<file path="src/rtl/pwl_pkg.sv">
package pwl_pkg;
  localparam int unsigned LATCH_W = 32;
  localparam int unsigned BUS_W   = 64;

  typedef enum logic [1:0] {
    SZ_BYTE = 2'd0,
    SZ_HALF = 2'd1,
    SZ_WORD = 2'd2,
    SZ_DWRD = 2'd3
  } acc_size_e;
endpackage

</file>
<file path="src/rtl/pwl_rst_sync.sv">
module pwl_rst_sync (
  input  logic clk,
  input  logic rst_n,
  output logic rst_n_sync
);
  logic [1:0] sync_q;

  always_ff @(posedge clk or negedge rst_n) begin
    if (!rst_n) sync_q <= 2'b00;
    else        sync_q <= {sync_q[0], 1'b1};
  end

  assign rst_n_sync = sync_q[1];
endmodule

</file>
<file path="src/rtl/pwl_pack.sv">
// Places write data into the 32-bit latch according to access size.
module pwl_pack
  import pwl_pkg::*;
(
  input  acc_size_e          size,
  input  logic               addr_lsb,
  input  logic [BUS_W-1:0]   wdata,
  output logic [LATCH_W-1:0] word
);
  always_comb begin
    word = '0;
    unique case (size)
      SZ_BYTE: begin
        if (addr_lsb) word[23:16] = wdata[7:0];
        else          word[31:24] = wdata[7:0];
      end
      SZ_HALF: word[31:16] = wdata[15:0];
      SZ_WORD: word        = wdata[31:0];
      SZ_DWRD: word        = wdata[63:32];
      default: word        = '0;
    endcase
  end
endmodule

</file>
<file path="src/rtl/pwl_unpack.sv">
// Builds read data for a read that hits a pending write.
module pwl_unpack
  import pwl_pkg::*;
(
  input  acc_size_e          size,
  input  logic [LATCH_W-1:0] word,
  output logic [BUS_W-1:0]   rdata
);
  always_comb begin
    rdata = '0;
    unique case (size)
      SZ_BYTE: rdata[7:0]   = word[31:24];
      SZ_HALF: rdata[15:0]  = word[31:16];
      SZ_WORD: rdata[31:0]  = word;
      SZ_DWRD: rdata[63:32] = word;
      default: rdata        = '0;
    endcase
  end
endmodule

</file>
<file path="src/rtl/pwl_timer.sv">
// Countdown of the posted-write completion time; busy while nonzero.
module pwl_timer #(
  parameter int unsigned DELAY = 100,
  parameter int unsigned CNT_W = $clog2(DELAY + 1)
) (
  input  logic             clk,
  input  logic             rst_n,
  input  logic             start,
  input  logic             cancel,
  output logic             busy,
  output logic [CNT_W-1:0] remain
);
  localparam logic [CNT_W-1:0] LOAD = CNT_W'(DELAY);

  logic [CNT_W-1:0] cnt_q, cnt_d;
  logic             cnt_en;

  assign busy   = (cnt_q != '0);
  assign remain = cnt_q;

  always_comb begin
    cnt_en = start | cancel | busy;
    cnt_d  = cnt_q;
    if (start)       cnt_d = LOAD;
    else if (cancel) cnt_d = '0;
    else if (busy)   cnt_d = cnt_q - 1'b1;
  end

  always_ff @(posedge clk or negedge rst_n) begin
    if (!rst_n)      cnt_q <= '0;
    else if (cnt_en) cnt_q <= cnt_d;
  end
endmodule

</file>
<file path="src/rtl/pwl_wlatch.sv">
module pwl_wlatch
  import pwl_pkg::*;
#(
  parameter int unsigned ADDR_W   = 32,
  parameter int unsigned DELAY    = 100,
  parameter logic [ADDR_W-1:0] DBG_ADDR = ADDR_W'(32'h0500_0020),
  parameter int unsigned CNT_W    = $clog2(DELAY + 1)
) (
  input  logic              clk,
  input  logic              rst_n,
  input  logic              req_valid,
  input  logic              req_write,
  input  logic              req_dma,
  input  logic [1:0]        req_size,
  input  logic [ADDR_W-1:0] req_addr,
  input  logic [63:0]       req_wdata,
  output logic              acc,
  output logic              busy,
  output logic              rd_vld,
  output logic [63:0]       rd_data,
  output logic              stall_vld,
  output logic [CNT_W-1:0]  stall_cnt
);
  logic rst_n_s;

  pwl_rst_sync u_rst (
    .clk        (clk),
    .rst_n      (rst_n),
    .rst_n_sync (rst_n_s)
  );

  acc_size_e size_e;
  assign size_e = acc_size_e'(req_size);

  // request classification
  logic cpu_req, dma_req;
  logic wr_take, wr_dbg, rd_hit, rd_pass;

  logic             tmr_busy;
  logic [CNT_W-1:0] tmr_remain;

  always_comb begin
    dma_req = req_valid & req_dma;
    cpu_req = req_valid & ~req_dma;
    wr_take = cpu_req & req_write & ~tmr_busy;
    wr_dbg  = cpu_req & req_write & tmr_busy
              & (size_e == SZ_BYTE) & (req_addr == DBG_ADDR);
    rd_hit  = cpu_req & ~req_write & tmr_busy;
    rd_pass = cpu_req & ~req_write & ~tmr_busy;
  end

  pwl_timer #(.DELAY(DELAY), .CNT_W(CNT_W)) u_timer (
    .clk    (clk),
    .rst_n  (rst_n_s),
    .start  (wr_take),
    .cancel (rd_hit),
    .busy   (tmr_busy),
    .remain (tmr_remain)
  );

  // latch storage
  logic [LATCH_W-1:0] packed_w;
  logic [LATCH_W-1:0] latch_q, latch_d;
  logic               latch_en;

  pwl_pack u_pack (
    .size     (size_e),
    .addr_lsb (req_addr[0]),
    .wdata    (req_wdata),
    .word     (packed_w)
  );

  always_comb begin
    latch_en = wr_take;
    latch_d  = packed_w;
  end

  always_ff @(posedge clk or negedge rst_n_s) begin
    if (!rst_n_s)      latch_q <= '0;
    else if (latch_en) latch_q <= latch_d;
  end

  // response
  logic [BUS_W-1:0] unpacked_r;

  pwl_unpack u_unpack (
    .size  (size_e),
    .word  (latch_q),
    .rdata (unpacked_r)
  );

  logic             acc_d, rd_vld_d, stall_vld_d;
  logic [63:0]      rd_data_d;
  logic [CNT_W-1:0] stall_cnt_d;

  always_comb begin
    acc_d       = dma_req | wr_take | wr_dbg | rd_pass;
    rd_vld_d    = rd_hit;
    rd_data_d   = rd_hit ? unpacked_r : '0;
    stall_vld_d = rd_hit;
    stall_cnt_d = rd_hit ? tmr_remain : '0;
  end

  always_ff @(posedge clk or negedge rst_n_s) begin
    if (!rst_n_s) begin
      acc       <= 1'b0;
      rd_vld    <= 1'b0;
      rd_data   <= '0;
      stall_vld <= 1'b0;
      stall_cnt <= '0;
    end else begin
      acc       <= acc_d;
      rd_vld    <= rd_vld_d;
      rd_data   <= rd_data_d;
      stall_vld <= stall_vld_d;
      stall_cnt <= stall_cnt_d;
    end
  end

  assign busy = tmr_busy;
endmodule

</file>
<file path="config.mk">
export PLATFORM = sky130hd
export DESIGN_NAME = pwl_wlatch
export DESIGN_NICKNAME = d
export VERILOG_FILES = /design/src/rtl/pwl_pkg.sv /design/src/rtl/pwl_rst_sync.sv /design/src/rtl/pwl_pack.sv /design/src/rtl/pwl_unpack.sv /design/src/rtl/pwl_timer.sv /design/src/rtl/pwl_wlatch.sv
export SDC_FILE = /design/constraint.sdc
export NUM_CORES = 1
export LEC_CHECK = 0
export BUFFER_PORTS_ARGS = -buffer_cell sky130_fd_sc_hd__clkbuf_2
export CAP_MARGIN = 20
export CORE_MARGIN = 5
export CORE_UTILIZATION = 46
export CTS_CLUSTER_SIZE = 28
export DETAILED_ROUTE_END_ITERATION = 8
export PLACE_DENSITY = 0.82
export SYNTH_ARGS = -nofsm -noshare
export SYNTH_HDL_FRONTEND = slang
export SYNTH_HIERARCHICAL = 1
export SYNTH_SLANG_ARGS = --single-unit
</file>
<file path="constraint.sdc">
create_clock -name clk -period 3.2 [get_ports clk]
set_input_delay 0.16 -clock clk [delete_from_list [all_inputs] [get_ports clk]]
set_output_delay 0.16 -clock clk [all_outputs]
set_load 0.01 [all_outputs]
</file>
# Word-level counts from Yosys, hierarchy flattened
# Index checks and enable logic that the tools add are counted.
totals:
  wordCells: 47
  regBits: 114
  inputBits: 103
op_classes:
  bitwise: 18
  n_mux: 13
  reduce_logical: 4
  eq_ne: 4
  n_addsub: 1
ops:
  columns: ["op", "n"]
  rows:
  - ["$mux 64", 1]
  - ["$pmux 16 s4", 1]
  - ["$eq 32x27->1 const B", 1]
  - ["$mux 32", 1]
  - ["$pmux 16 s2", 1]
  - ["$mux 7", 4]
  - ["$pmux 8 s3", 1]
  - ["$mux 16", 1]
  - ["$mux 8", 2]
  - ["$pmux 8 s2", 1]
  - ["$and 1x1->1", 10]
  - ["$reduce_bool 7->1", 1]
  - ["$sub 7x1->7 const B", 1]
  - ["$or 1x1->1", 5]
  - ["$eq 2x2->1 const B", 2]
  - ["$not 1->1", 3]
  - ["$reduce_bool 3->1", 1]
  - ["$eq 2x1->1 const B", 1]
  - ["$logic_not 2->1", 1]
  - ["$reduce_and 2->1", 1]

# Logic depth before layout (Yosys ltp)
logic_depth:
  depth_word: 8
  mapped_depth: 11
  mapped_depth_nobuf: 9

# Hierarchy
# The synthesis kept the hierarchy.
by_module_without_submodules:
  columns: ["module", "area_per_inst_um2", "cells_each", "n_inst"]
  rows:
  - ["pwl_wlatch", 3779.9, 238, 1]
  - ["pwl_pack", 750.7, 81, 1]
  - ["pwl_unpack", 638.1, 96, 1]
  - ["pwl_timer", 401.6, 40, 1]
  - ["pwl_rst_sync", 53.8, 3, 1]

# Least setup slack after synthesis
# No wires, ideal clock.
synth_path:
  kind: "register to register"
  from: "register u_timer.cnt_q[0] (netlist: u_timer/remain[0])"
  to: "register u_timer.cnt_q[4] (netlist: u_timer/remain[4])"
  path_slack_ns: 0.876
  n_path_buf: 1
  period_less_slack_ns: 2.324
  path_stages_with_launch: 11
  arrival_time_ns: 2.204
  cell_sequence: "dfrtp_1 -> inv_1 -> ha_1 -> nor3b_2 -> nand2_2 -> inv_1 -> nor4b_4 -> clkbuf_1 -> or2_2 -> nor2_1 -> a31o_2"
synth_lines:
  columns: ["element", "line_no", "rtl"]
  rows:
  - ["start: declaration", "pwl_timer.sv:15", "logic [CNT_W-1:0] cnt_q, cnt_d;"]
  - ["start signal: assignment", "pwl_timer.sv:31", "else if (cnt_en) cnt_q <= cnt_d;"]
  - ["$reduce_bool 7->1 *", "pwl_timer.sv:18", "assign busy = (cnt_q != '0);"]
  - ["via busy", "pwl_wlatch.sv:18", "output logic busy,"]
  - ["$and 1x1->1 *", "pwl_wlatch.sv:48", "rd_hit = cpu_req & ~req_write & tmr_busy;"]
  - ["via rd_hit", "pwl_wlatch.sv:37", "logic wr_take, wr_dbg, rd_hit, rd_pass;"]
  - ["$or 1x1->1 (2 in series)", "pwl_timer.sv:22", "cnt_en = start | cancel | busy;"]
  - ["$reduce_and 2->1 (no source line)", null, null]
# The timed path passes the listed nets; every way through them passes the cells marked *. The select of a mux whose other input is x is not followed.
# A chain may end at the register's enable or synchronous reset.

# Worst setup path in the final report
layout_path:
  from: "register u_timer.cnt_q[0] (netlist: u_timer/remain[0])"
  to: "register latch_q[31]"
layout_between:
  elab_chain_cells: 3
layout_rtl:
  columns: ["element", "line_no", "rtl"]
  rows:
  - ["$reduce_bool 7->1", "pwl_timer.sv:18", null]
  - ["$not 1->1", "pwl_wlatch.sv:45", "wr_take = cpu_req & req_write & ~tmr_busy;"]
  - ["$and 1x1->1", "pwl_wlatch.sv:45", null]
  - ["end signal: assignment", "pwl_wlatch.sv:80", "else if (latch_en) latch_q <= latch_d;"]
  - ["end: declaration", "pwl_wlatch.sv:63", "logic [LATCH_W-1:0] latch_q, latch_d;"]
# Every way passes these cells.

==> results by group <==
Clock tree
  • CTS buffer count: 17
  • CTS sink count: 114
  • H-tree lvl count: 4
  • CTS tree: built
  • Root buffer cell: clkbuf_16
  • Worst-path clk slew: about 0.05 ns
  • Clock tree buffer depth: 2
  • Clock Latency Late Sink: approximately 0.42 ns
  • Post CTS Setup Buffer Count: 0

Route
  • 1st-iter DRT viols: 356
  • Wire length per cell: 18.09 um
  • Via count: 4,140
  • DRC violations left: 0
  • Post-Route WL: 14,360 um
  • DRT Pass-1 Iters: 5
  • Routed Antenna Nets: 0
  • Drt via density: ~5.2

Global route
  • GRT Residual Overflow: 0
  • Largest net degree at the start of global routing: 57
  • First-pass GRT wire length: about 22,000 um
  • Antenna violations before repair: 1
  • Gr usage total: 0.2015
  • Vias in the first global route: 4,239

STA
  • RSZ-0062 raised after global routing: false
  • Setup TNS: 0 ns
  • Hold Vio Cnt, Final: 0
  • Maximum clock rate: 404.8 MHz
  • Final setup vio count: 0
  • Max-slew violations: 0
  • Measured slew at the worst slew-check pin: ~0.85 ns
  • Final worst-path setup slack: 0.7295 ns
  • Post-Route Skew: 0.01369 ns
  • Period utilization: 0.7720
  • Min Clock Period, post-route: 2.470 ns
  • Worst slew margin: 0.4308

Critical path
  • Worst path required time: 3.50 ns
  • CP Max Fanout: 23
  • Worst r2r src: u_timer/remain[0]
  • Reg-to-Reg End: latch_q[31]
  • Crit path cell chain: inv_1 -> ha_1 -> nor3b_2 -> nand2_2 -> inv_1 -> and2_4 -> buf_4 -> mux2_2
  • Reg2Reg Setup Slack: 0.73 ns
  • Critical path's most frequent cell: inv_1
  • Startpoint type of the worst setup path: register
  • Worst setup EP type: register
  • CP Class: register to register
  • CP max stage delay: 0.44 ns
  • CP Buf/Inv Count: 3
  • Slowest CP cell: dfrtp_1
  • Worst EP arrival: around 2.8 ns
  • CP top delay family: simple AND/OR/NAND/NOR gates
  • R2R cell count: 8

Logic synthesis
  • Post-synthesis cell area: 5624 um2
  • Adder-Cell Fraction of Synth Area: 0.01112
  • Synth Area in Simple Gates: 0.2125
  • Post-synthesis cell type count: 45
  • Async SR Flop Fraction: 1.000
  • Synth area leaders: dfrtp_1, and2_1, mux2_4
  • Syn avg cell area: around 12 um2
  • Post-synthesis compound-gate area fraction: 0.05050
  • YS warnings: 6
  • Seq cells post-synth: 114
  • Post-synthesis mux area share: 0.1724
  • Register area share after synthesis: 0.5072
  • Xor/xnor share of the synthesized area: 0.001557
  • Cell accounting for the most synthesized area: dfrtp_1
  • Cell count after synthesis: 458
  • Largest family of logic cells by synthesized area: simple AND/OR/NAND/NOR gates
  • Post-synth top area share: 0.5072
  • Synth Net Count: 566
  • Top_reg_cell synth: dfrtp_1
  • EDFF count, synth: 0

Floorplan
  • Row count: 40
  • Die width: 120.6 um
  • Full die area: 14,540 um2
  • Initial Utilization: 0.4682
  • Die Span Y: 120.6 um
  • Core Area: 12,010 um2
  • IO Count: 178

Hold path
  • Hold Crit Class: input port to register
  • Worst hold path depth: 4
  • Hold_sp: req_addr[11]
  • Worst Hold End: acc

Placed design
  • Port buffer count: 177
  • Pre-CTS setup slack: 0.7585 ns
  • Gpl congestion: 0.8934
  • DP HPWL: around 11,000 um

Layout
  • Finished Core Util: 0.5952
  • Total Nets Final: 742
  • Area growth, synth to finish: 27.12%
  • Layout cell share with drive strength beyond 1: 0.4111
  • Antenna Cells: 0

Run
  • Max-cap violation count: 0

Pwr
  • Pwr dens: around 670 nW/um2
  • VDD IR-drop max: 412.9 uV
  • Leak: 3.737 nW

Outcome
  • Status: completed
==> Yosys cell counts (4+ instances only) <==
cell type	number
a21oi_1	4
a222oi_1	8
a22oi_1	8
and2_1	119
buf_2	6
buf_6	4
clkbuf_1	14
dfrtp_1	114
ha_1	5
inv_1	6
mux2_4	29
mux2i_1	32
mux4_2	8
nor2_1	11
nor2b_1	32
nor4_1	7
o21ai_0	11
==> worst reg2reg max path, stage by stage (launching register included) <==
cell and delay, ns:
dfrtp_1 0.44, inv_1 0.12, ha_1 0.23, nor3b_2 0.29, nand2_2 0.12, inv_1 0.14, and2_4 0.40, buf_4 0.28
mux2_2 0.34
==> repair_timing <==
action | in CTS | in global routing
resized for setup | 0 | 0
hold buffers | 1 | 0
hold endpoints to repair | 2 | 0
==> stage by stage <==
step	area (um2)	cells	hold slack, ns	total power [mW]
detailed placement	6540	760	-0.05044	2.995
global placement	6540	760	-0.05452	2.949
global route	7149	794	0.04435	5.010
CTS	7124	793	0.02386	4.824
floorplan	5625	458	-0.1356	2.638
finish	7149	794	0.01476	4.810
==> final cells by class <==
cell class | instances | area (um2)
clock buffers | 23 | 467.9
clock inverters | 9 | 106.4
fillers | 962 | 4862
inverters | 6 | 22.52
multi-input cells | 307 | 2524
flip-flops and latches | 114 | 2856
well taps | 147 | 183.9
repair buffers | 188 | 988.4
==> cells in the final DEF (no fill, tap or decap), types with 9 or more instances in the layout <==
| master | netlist | layout |
|---|---|---|
| mux2_4 | 29 | 29 |
| buf_4 | 3 | 9 |
| clkbuf_16 | 0 | 18 |
| clkbuf_2 | 0 | 177 |
| o21ai_0 | 11 | 11 |
| nor2_1 | 11 | 11 |
| and2_1 | 119 | 119 |
| mux2i_1 | 32 | 32 |
| nor2b_1 | 32 | 32 |
| dfrtp_1 | 114 | 113 |
==> logic make-up (layout without fill, tap and decap cells) <==
| kind of cell | after synthesis | after routing |
|---|---|---|
| buffers and inverters | 37 | 226 |
| xor gates and xnor gates | 1 | 1 |
| DFF | 114 | 114 |
| AOI/OAI and AO/OA | 39 | 39 |
| adders and majority gates | 5 | 5 |
| other | 1 | 1 |
| muxes | 72 | 72 |
| and+or+nand+nor | 189 | 189 |
==> per-layer routing <==
metal / routed length, um / vias up / track usage
li1: - / 1918 / -
met1: 5990 / 2003 / 0.2570
met2: 7026 / 191 / 0.3245
met3: 1018 / 26 / 0.04864
met4: 319 / 2 / 0.09490
met5: 7 / - / 0
==> how the worst max path moves through the flow <==
stage                                 start  slack [ns]  cells after the start                end
after global placement    u_timer/remain[0]        0.89                      8        latch_q[31]
after floorplan           u_timer/remain[0]        0.88                     10  u_timer/remain[4]
after global routing      u_timer/remain[0]        0.57                      8        latch_q[31]
after CTS                 u_timer/remain[0]        0.74                      8        latch_q[31]
final                     u_timer/remain[0]        0.73                      8        latch_q[31]
after detailed placement  u_timer/remain[0]        0.76                      8        latch_q[31]
==> power breakdown <==
group	total, mW	internal [mW]	switching (mW)
Sequential	2.07	1.70	0.364
Combinational	0.936	0.564	0.373
Clock	1.81	1.18	0.629
Total	4.81	3.44	1.36
==> sequential cells by signal, indices dropped and copies added, names as in the netlist <==
register / count
stall_cnt: 7
u_timer/remain: 7
latch_q: 32
rd_data: 64
rd_vld: 1
u_rst/sync_q: 2
acc: 1
(Power assumes the default switching activity.)
